### config.mk
export PLATFORM = sky130hd
export DESIGN_NAME = sysctl_bank
export DESIGN_NICKNAME = d
export VERILOG_FILES = /design/src/rtl/sysctl_pkg.sv /design/src/rtl/sysctl_decode.sv /design/src/rtl/sysctl_lock_fsm.sv /design/src/rtl/sysctl_store.sv /design/src/rtl/sysctl_bank.sv
export SDC_FILE = /design/constraint.sdc
export NUM_CORES = 1
export LEC_CHECK = 0
export BUFFER_PORTS_ARGS = -buffer_cell sky130_fd_sc_hd__buf_2
export CAP_MARGIN = 20
export CORE_MARGIN = 2
export CORE_UTILIZATION = 30
export DETAILED_ROUTE_END_ITERATION = 8
export GPL_TIMING_DRIVEN = 1
export MAX_ROUTING_LAYER = met4
export PLACE_DENSITY_LB_ADDON = 0.1
export SYNTH_ARGS = -nofsm -noshare
export SYNTH_HDL_FRONTEND = slang
export SYNTH_SLANG_ARGS = --single-unit
### constraint.sdc
create_clock -name clk -period 2 [get_ports clk]
set_clock_uncertainty 0.05 [all_clocks]
set_input_delay 0.3 -clock clk [delete_from_list [all_inputs] [get_ports clk]]
set_output_delay 0.3 -clock clk [all_outputs]
set_load 0.01 [all_outputs]
### src/rtl/sysctl_pkg.sv
package sysctl_pkg;

    localparam int ADDR_W    = 12;
    localparam int WORD_W    = ADDR_W - 2;
    localparam int DATA_W    = 32;
    localparam int NUM_SLOTS = 10;
    localparam int SLOT_W    = $clog2(NUM_SLOTS);

    // word indices (byte offset / 4)
    localparam logic [WORD_W-1:0] W_SCRATCH = 10'h000;
    localparam logic [WORD_W-1:0] W_LOCK    = 10'h001;
    localparam logic [WORD_W-1:0] W_UNLOCK  = 10'h002;
    localparam logic [WORD_W-1:0] W_LSTAT   = 10'h003;
    localparam logic [WORD_W-1:0] W_PLLC0   = 10'h040;
    localparam logic [WORD_W-1:0] W_PLLST   = 10'h043;
    localparam logic [WORD_W-1:0] W_PLLG0   = 10'h044;
    localparam logic [WORD_W-1:0] W_RSTCTL  = 10'h080;
    localparam logic [WORD_W-1:0] W_RSTWHY  = 10'h094;
    localparam logic [WORD_W-1:0] W_BOOT    = 10'h097;
    localparam logic [WORD_W-1:0] W_IDENT   = 10'h14C;
    localparam logic [WORD_W-1:0] W_CMDA    = 10'h183;
    localparam logic [WORD_W-1:0] W_CMDB    = 10'h185;

    typedef enum logic [1:0] {ACC_UNMAP, ACC_RO, ACC_WO, ACC_RW} acc_e;

    typedef enum logic [2:0] {
        K_NONE, K_SCRATCH, K_LOCKKEY, K_UNLOCKKEY, K_LSTAT, K_CONST, K_SLOT
    } kind_e;

    typedef struct packed {
        acc_e              acc;
        kind_e             kind;
        logic [SLOT_W-1:0] slot;
        logic [DATA_W-1:0] cval;
    } dec_t;

    // slot map: 0-2 PLL control, 3-5 PLL config, 6 reset control,
    // 7 reset reason, 8-9 command triggers
    localparam int S_RSTCTL = 6;

    function automatic logic [DATA_W-1:0] slot_init(input int idx);
        if (idx < 3)      return 32'h0001_A008;
        else if (idx < 6) return 32'h0001_4000;
        else if (idx == 7) return 32'h0000_0040;
        else              return '0;
    endfunction

endpackage

### src/rtl/sysctl_decode.sv
module sysctl_decode
    import sysctl_pkg::*;
#(
    parameter logic [DATA_W-1:0] ID_VALUE = 32'h5C0F_1D01
) (
    input  logic [WORD_W-1:0] word,
    output dec_t              dec
);
    always_comb begin
        dec = '{acc: ACC_UNMAP, kind: K_NONE, slot: '0, cval: '0};
        unique case (word)
            W_SCRATCH: begin dec.acc = ACC_RW; dec.kind = K_SCRATCH;   end
            W_LOCK:    begin dec.acc = ACC_WO; dec.kind = K_LOCKKEY;   end
            W_UNLOCK:  begin dec.acc = ACC_WO; dec.kind = K_UNLOCKKEY; end
            W_LSTAT:   begin dec.acc = ACC_RO; dec.kind = K_LSTAT;     end
            W_PLLST:   begin dec.acc = ACC_RO; dec.kind = K_CONST; dec.cval = 32'h3F; end
            W_BOOT:    begin dec.acc = ACC_RO; dec.kind = K_CONST; dec.cval = 32'h1;  end
            W_IDENT:   begin dec.acc = ACC_RO; dec.kind = K_CONST; dec.cval = ID_VALUE; end
            10'h040, 10'h041, 10'h042: begin
                dec.acc = ACC_RW; dec.kind = K_SLOT;
                dec.slot = SLOT_W'(word - W_PLLC0);
            end
            10'h044, 10'h045, 10'h046: begin
                dec.acc = ACC_RW; dec.kind = K_SLOT;
                dec.slot = SLOT_W'(word - W_PLLG0 + 10'd3);
            end
            W_RSTCTL:  begin dec.acc = ACC_RW; dec.kind = K_SLOT; dec.slot = SLOT_W'(S_RSTCTL); end
            W_RSTWHY:  begin dec.acc = ACC_RW; dec.kind = K_SLOT; dec.slot = SLOT_W'(7); end
            W_CMDA:    begin dec.acc = ACC_WO; dec.kind = K_SLOT; dec.slot = SLOT_W'(8); end
            W_CMDB:    begin dec.acc = ACC_WO; dec.kind = K_SLOT; dec.slot = SLOT_W'(9); end
            default: ;
        endcase
    end
endmodule

### src/rtl/sysctl_lock_fsm.sv
module sysctl_lock_fsm (
    input  logic clk,
    input  logic rst_n,
    input  logic unlock_hit,
    input  logic lock_hit,
    output logic locked
);
    typedef enum logic {ST_LOCKED, ST_OPEN} lock_st_e;
    lock_st_e state, state_nx;

    always_ff @(posedge clk or negedge rst_n) begin
        if (!rst_n) state <= ST_LOCKED;
        else        state <= state_nx;
    end

    always_comb begin
        state_nx = state;
        unique case (state)
            ST_LOCKED: if (unlock_hit) state_nx = ST_OPEN;   // OPEN_ON_KEY
            ST_OPEN:   if (lock_hit)   state_nx = ST_LOCKED; // CLOSE_ON_KEY
            default:   state_nx = ST_LOCKED;
        endcase
    end

    always_comb begin
        locked = (state == ST_LOCKED);
    end
endmodule

### src/rtl/sysctl_store.sv
module sysctl_store
    import sysctl_pkg::*;
(
    input  logic                               clk,
    input  logic                               rst_n,
    input  logic                               wr_en,
    input  logic [SLOT_W-1:0]                  wr_slot,
    input  logic [DATA_W-1:0]                  wr_data,
    output logic [NUM_SLOTS-1:0][DATA_W-1:0]   slot_q
);
    for (genvar g = 0; g < NUM_SLOTS; g++) begin : g_slot
        localparam logic [DATA_W-1:0] INIT = slot_init(g);
        always_ff @(posedge clk or negedge rst_n) begin
            if (!rst_n)
                slot_q[g] <= INIT;
            else if (wr_en && (wr_slot == SLOT_W'(g)))
                slot_q[g] <= wr_data;
        end
    end
endmodule

### src/rtl/sysctl_bank.sv
module sysctl_bank
    import sysctl_pkg::*;
#(
    parameter logic [15:0]       LOCK_KEY   = 16'h767B,
    parameter logic [15:0]       UNLOCK_KEY = 16'hDF0D,
    parameter logic [DATA_W-1:0] ID_VALUE   = 32'h5C0F_1D01
) (
    input  logic              clk,
    input  logic              rst_n,
    input  logic [ADDR_W-1:2] bus_addr,
    input  logic              bus_wr,
    input  logic              bus_rd,
    input  logic [DATA_W-1:0] bus_wdata,
    input  logic              err_clr,
    output logic [DATA_W-1:0] rd_data,
    output logic              err_pulse,
    output logic              err_sticky,
    output logic              sys_rst_req
);
    dec_t dec;
    logic lock_q;
    logic scratch_q;
    logic [NUM_SLOTS-1:0][DATA_W-1:0] slot_q;

    sysctl_decode #(.ID_VALUE(ID_VALUE)) i_decode (
        .word (bus_addr),
        .dec  (dec)
    );

    logic unlock_hit, lock_hit;
    assign unlock_hit = bus_wr && dec.kind == K_UNLOCKKEY && bus_wdata[15:0] == UNLOCK_KEY;
    assign lock_hit   = bus_wr && dec.kind == K_LOCKKEY   && bus_wdata[15:0] == LOCK_KEY;

    sysctl_lock_fsm i_lock (
        .clk        (clk),
        .rst_n      (rst_n),
        .unlock_hit (unlock_hit),
        .lock_hit   (lock_hit),
        .locked     (lock_q)
    );

    logic slot_wr;
    assign slot_wr = bus_wr && dec.kind == K_SLOT && !lock_q;

    sysctl_store i_store (
        .clk     (clk),
        .rst_n   (rst_n),
        .wr_en   (slot_wr),
        .wr_slot (dec.slot),
        .wr_data (bus_wdata),
        .slot_q  (slot_q)
    );

    logic wr_bad, rd_bad, err_now;
    assign wr_bad  = bus_wr && (dec.acc == ACC_UNMAP || dec.acc == ACC_RO);
    assign rd_bad  = bus_rd && (dec.acc == ACC_UNMAP || dec.acc == ACC_WO);
    assign err_now = wr_bad || rd_bad;

    logic [DATA_W-1:0] rd_mux;
    always_comb begin
        rd_mux = '0;
        unique case (dec.kind)
            K_SCRATCH: rd_mux = {{(DATA_W-1){1'b0}}, scratch_q};
            K_LSTAT:   rd_mux = {{(DATA_W-1){1'b0}}, lock_q};
            K_CONST:   rd_mux = dec.cval;
            K_SLOT:    rd_mux = slot_q[dec.slot];
            default:   rd_mux = '0;
        endcase
    end

    always_ff @(posedge clk or negedge rst_n) begin
        if (!rst_n) begin
            scratch_q   <= 1'b0;
            rd_data     <= '0;
            err_pulse   <= 1'b0;
            err_sticky  <= 1'b0;
            sys_rst_req <= 1'b0;
        end else begin
            if (bus_wr && dec.kind == K_SCRATCH) scratch_q <= bus_wdata[0];
            if (bus_rd) rd_data <= rd_mux;
            err_pulse   <= err_now;
            err_sticky  <= err_now || (err_sticky && !err_clr);
            sys_rst_req <= slot_wr && dec.slot == SLOT_W'(S_RSTCTL) && bus_wdata[0];
        end
    end
endmodule

After elaboration in Yosys (flattened, before gate mapping)
Cells that the tools add are included.
{ "op_classes": {"addsub": 3, "n_mux": 9, "magnitude_cmp": 1, "n_reduce_logical": 34, "eq_ne": 35, "bitwise_logic": 1} }
{ "ops": {"columns": ["op", "n"], "rows": [
  ["32-bit binary-select mux with 4-bit select", 1],
  ["32-bit case mux with 4 select lines", 1],
  ["31-bit case mux with 3 select lines", 1],
  ["10-bit by 7-bit == test with 1-bit output, second input constant", 7],
  ["5-bit case mux with 7 select lines", 1],
  ["32-bit two-way mux", 1],
  ["10-bit by 8-bit == test with 1-bit output, second input constant", 3],
  ["10-bit by 9-bit == test with 1-bit output, second input constant", 3],
  ["4-bit case mux with 6 select lines", 1],
  ["1-bit logical AND", 21],
  ["10-bit by 2-bit == test with 1-bit output, second input constant", 2],
  ["16-bit by 15-bit == test with 1-bit output, second input constant", 1],
  ["16-bit == test, second input constant", 1],
  ["4-bit by 3-bit == test with 1-bit output, second input constant", 4],
  ["10-bit by 1-bit == test with 1-bit output, second input constant", 1],
  ["10-bit zero test", 1],
  ["3-bit == test, second input constant", 3],
  ["3-bit OR reduction", 3],
  ["4-bit by 2-bit == test with 1-bit output, second input constant", 2],
  ["4-bit == test, second input constant", 2],
  ["8-bit OR reduction", 1],
  ["3-bit by 2-bit == test with 1-bit output, second input constant", 2],
  ["4-bit by 5-bit less-than comparator with 1-bit output, second input constant", 1],
  ["4-bit by 2-bit adder with 4-bit output, second input constant", 1],
  ["other kinds (14)", 18]
]} }
{ "word_totals": {"elab_cells": 99, "output_inout_bits": 35, "inputBits": 47, "reg_bits": 357} }

Longest topological paths before layout
{ "logic_depth": {"word_depth": 8, "depth_mapped": 13, "mapped_depth_nobuf": 9} }

Cells and area by module
From an unflattened synthesis, not the netlist that was laid out.
{ "unflattened": {"hier_cells": 1116, "area_unflattened_um2": 16753.6} }
{ "by_module_without_submodules": {"columns": ["module", "cells_per_inst", "instances", "area_each_um2", "seq_area_each_um2"], "rows": [
  ["sysctl_store", 722, 1, 12157.9, 8031.5],
  ["sysctl_bank", 302, 1, 3956.3, 900.9],
  ["sysctl_decode", 88, 1, 595.6, 0.0],
  ["sysctl_lock_fsm", 4, 1, 43.8, 25.0]
]} }

Worst setup path before layout
Ideal clock, no wire load.
{ "synth_path": {"path_kind": "input to register", "start": "input bus_addr[6] (netlist bit)", "end": "register i_store.slot_q[292] (netlist bit)", "t_required_ps": 1825, "cell_stages": 8, "setup_ps": 125, "t_arrival_ps": 2630, "path_slack_ps": -805, "path_buffers": 4, "path_cell_list": "buf_2 -> or4b_1 -> or4_1 -> buf_2 -> or3_1 -> buf_2 -> buf_6 -> mux2_2"} }
{ "synth_via": {"elab_chain_len": 7, "word_cells_on_any_way": 29, "cone_classes": "eq/ne: 18; mux: 2; reduce/logical: 9"} }
{ "synth_rtl": {"columns": ["item", "line_no", "text"], "rows": [
  ["from (decl)", "sysctl_bank.sv:10", "input logic [ADDR_W-1:2] bus_addr,"],
  ["10-bit by 7-bit == test with 1-bit output (tied with other cells)", "sysctl_decode.sv:11", "unique case (word)"],
  ["8-bit OR reduction (no line) (tied with other cells)", null, null],
  ["5-bit case mux with 7 select lines", "sysctl_decode.sv:11", null],
  ["3-bit == test", "sysctl_bank.sv:43", "assign slot_wr = bus_wr && dec.kind == K_SLOT && !lock_q;"],
  ["1-bit logical AND (2 in a row)", "sysctl_bank.sv:43", null],
  ["1-bit logical AND (*)", "sysctl_store.sv:16", "else if (wr_en && (wr_slot == SLOT_W'(g)))"],
  ["to (signal, indexed assignment)", "sysctl_store.sv:17", "slot_q[g] <= wr_data;"],
  ["to (decl)", "sysctl_store.sv:9", "output logic [NUM_SLOTS-1:0][DATA_W-1:0] slot_q"]
]} }
Every way passes the cells marked *; elsewhere a longest branch is shown, timed or not.
A chain may end at the register's enable or synchronous reset.

Worst setup path in the final report
{ "layout_path": {"start": "input bus_addr[6] (netlist bit)", "end": "register i_store.slot_q[167] (netlist bit)"} }
Same word-level chain as after synthesis.

==> flow_summary.ini <==
[synthesis]
synthCells = 1426
yosys_most_used_dff = dfrtp_1
synth_top_cell_by_area = dfrtp_1
synth_seq_cells = 357
synth_mux_area_share_pct = 24.6
synth_nets = 1477
syn_area_sq_mm = 0.0166
synthAdderAreaFrac_pct = 0.301
synth_area_per_cell_sq_um = 11.6
synth_top_area_share_pct = 50.9
synth_top_family_by_area = multiplexers
yosysMostFrequentCell = dfrtp_1
synth-compound-area-share_pct = 6.59
ys_async_sr_fraction_pct = 100
synth_common_cells = 338 x dfrtp_1, 301 x mux2_2, 246 x nand2_1
ys_warn_count = 0
yosys.area_share.simple_pct = 11.1
seq_area_frac_synth_pct = 53.9
synth_edf_count = 0
synth-xor-area-share_pct = 0.106
synth.area.top_cells = dfrtp_1 51%, mux2_2 20%, nand2_1 5.6%
ys_types = 60

[cells_and_area]
final_util_pct = 43.1
nFillCells = 5193
diodes = 0
nets = 1748
seqCellArea_sq_mm = 0.00896
stdcell_count = 2431
drive_gt1_share_pct = 51.2
multi_input_area_sq_mm = 0.00824
syn_to_final_growth_pct = 42.4

[power]
power.internal_mw = 12.5
leakagePower_nw = 11.4
ir_drop_mv = 0.510
seqPwrFrac_pct = 44.8
power_density_mw_per_mm2 = 683
power.total_mw = 16.1
p_comb_share_pct = 4.2
p_switching_mw = 3.63
clock_power_share_pct = 51.0
p_sw_share_pct = 22.5

[worst_hold_path]
whs_endpoint = i_store.slot_q[85]$_DFFE_PN0P_
hp-class = input pin to flop
min_path_cells = 2
min_from = bus_wdata[21]

[timing]
fin_hold_ws_ns = 0.0559
worstMarginPinSlew_ns = 0.563
setup_violations = 353
fin_tns_setup_ns = -75.39
min_period_ns = 2.32
maxSlewViolCount = 0
period_share_pct = 116
relSlewSlack_pct = 61.9
fmax_ghz = 0.431
hold_viol = 0
setup_ws_ns = -0.318
rsz0062_at_grt = true

[clocking]
cts.path.max_buffers = 3
cts_tree = done
clock_sinks = 357
clock_latency_ns = 0.58
h-tree-depth = 2
path_clk_slew_ns = 0.06
cts-buffers-inserted = 43
clock-root-buffer = clkbuf_16

[setup_path]
arrival_ns = 2.73
cp_slowest_stage_delay_ns = 0.56
cp_max_fo = 8
r2r_end = i_store.slot_q[303]$_DFFE_PN0P_
critical_path_class = input pin to flop
cp_cell_sequence = buf_8 -> or4b_4 -> mux2_4 -> o211a_4 -> o31ai_4 -> buf_6 -> nor3_4 -> buf_6 -> buf_8 -> nand2_8 -> buf_16 -> mux2_2
cp-start-kind = input pin
reg2regPathDepth = 6
end_kind = flop
rrSetupSlack_ns = -0.02
cp_data_required_time_ns = 2.41
crit_slowest_cell = or4b_4
rr_startpoint = i_lock.state$_DFF_PN0_

[floorplan]
io_pins = 82
dieArea_sq_mm = 0.0572
die_width_um = 239
die_h_um = 239
num_rows = 86
start_util_pct = 30.3
fp.coreArea_sq_mm = 0.0549

[routing]
drc_errors = 0
wl_per_cell_um = 24.6
ant_nets = 0
vias = 12500
routed_wirelength_um = 59900
drtIter0Drc = 680
via_per_inst = 5.14
firstDrtPassIters = 5

[status]
violations = setup timing
outcome = finished with violations

[global_route]
grt_overflow = 0
grt_start_max_net_pins = 58
antenna_found_initial = 1
grt_pass1_vias = 12900
grt_pass1_wl_um = 86100
gr-usage-all-layers_pct = 21.0

[placement]
port_buffers = 81
dpl.cell_count = 2264
gp_congestion = 0.835
hpwl_um = 33800

[job]
drv_cap = 0
## per-stage QoR
step,area [sq um],setup WS [ns]
final,23600,-0.318
after global routing,23600,-0.355
after CTS,22900,-0.240
after detailed placement,19500,-1.04
after global placement,19500,-1.05
after floorplan,17000,-0.627
## final cells by class
cell class              count  area share [%]
flip-flops and latches    357            37.9
multi-input cells         942            34.9
repair buffers            348            17.2
clock buffers              64            5.57
well taps                 704            3.73
clock inverters            11           0.667
inverters                   5           0.101
## logic make-up after synthesis
logic type,after synthesis
AO/OA/AOI/OAI,157
AND/OR/NAND/NOR,410
buffers and inverters,128
multiplexers,368
XOR/XNOR,2
adder cells (fa/ha/maj),4
flip-flops,357
## metal layers
metal | GRT usage [%] | up-vias | wire length, um
met2 | 33.4 | 205 | 28500
met5 | - | - | 0
met4 | 4.94 | 0 | 1110
met3 | 2.21 | 69 | 1650
met1 | 28.8 | 6589 | 28600
li1 | - | 5633 | -
## state kept, by name, indices dropped and copies added, names as in the netlist
signal / cells
i_store.slot_q: 320
rd_data: 32
err_pulse: 1
err_sticky: 1
i_lock.state: 1
scratch_q: 1
sys_rst_req: 1
## worst max-delay path, delay by kind of cell
kind | cells | cell delay (ns)
compound gates | 2 | 0.32
buf+inv | 5 | 0.71
mux | 2 | 0.65
simple gates | 3 | 0.74
## how the worst max path moves through the flow
| stage | startpoint | endpoint | slack, ns | cells after the start |
|---|---|---|---|---|
| floorplan | bus_addr[6] | i_store.slot_q[292]$_DFFE_PN0P_ | -0.63 | 8 |
| global placement | bus_addr[2] | rd_data[15]$_DFFE_PN0P_ | -1.05 | 12 |
| detailed placement | bus_addr[2] | rd_data[15]$_DFFE_PN0P_ | -1.04 | 12 |
| CTS | bus_addr[6] | i_store.slot_q[318]$_DFFE_PN0P_ | -0.24 | 10 |
| global route | bus_addr[6] | i_store.slot_q[187]$_DFFE_PN0P_ | -0.36 | 12 |
| finish | bus_addr[6] | i_store.slot_q[167]$_DFFE_PN0P_ | -0.32 | 12 |
## placed cells by master (no fill, tap or decap), drive strengths merged, types with 3 or more instances in the layout
cell type and instances:
dfrtp 338, nor2b 5, inv 4, buf 331, and3 3, mux2i 47
nand3 107, nand2 246, nor3 10, a21oi 12, o21ai 49, a311oi 3
a21boi 12, ha 4, bufbuf 4, o31a 3, clkbuf 75, a31oi 27
nor2 10, nor4 6, dfstp 19, a32o 26, nand4 3, bufinv 4
o211ai 3, mux2 321, a32oi 5, clkinv 7
## timing repair
action                                 in CTS  in global routing
setup endpoints to repair                 353                353
endpoints found under the hold margin     132                  0
buffers inserted                           49                 13
gates cloned                               25                 13
hold buffers                                2                  0
pin swaps                                  87                 46
resized for setup                         203                137
## power by group through the flow
stage | clock [mW] | sequential, mW | combinational [mW]
floorplan | 0 | 7.36 | 0.170
global placement | 0 | 7.36 | 0.609
detailed placement | 0 | 7.36 | 0.607
CTS | 8.43 | 7.23 | 0.679
global route | 8.69 | 7.23 | 0.743
finish | 8.23 | 7.23 | 0.677
No activity file was read; power rests on OpenSTA's default activity.
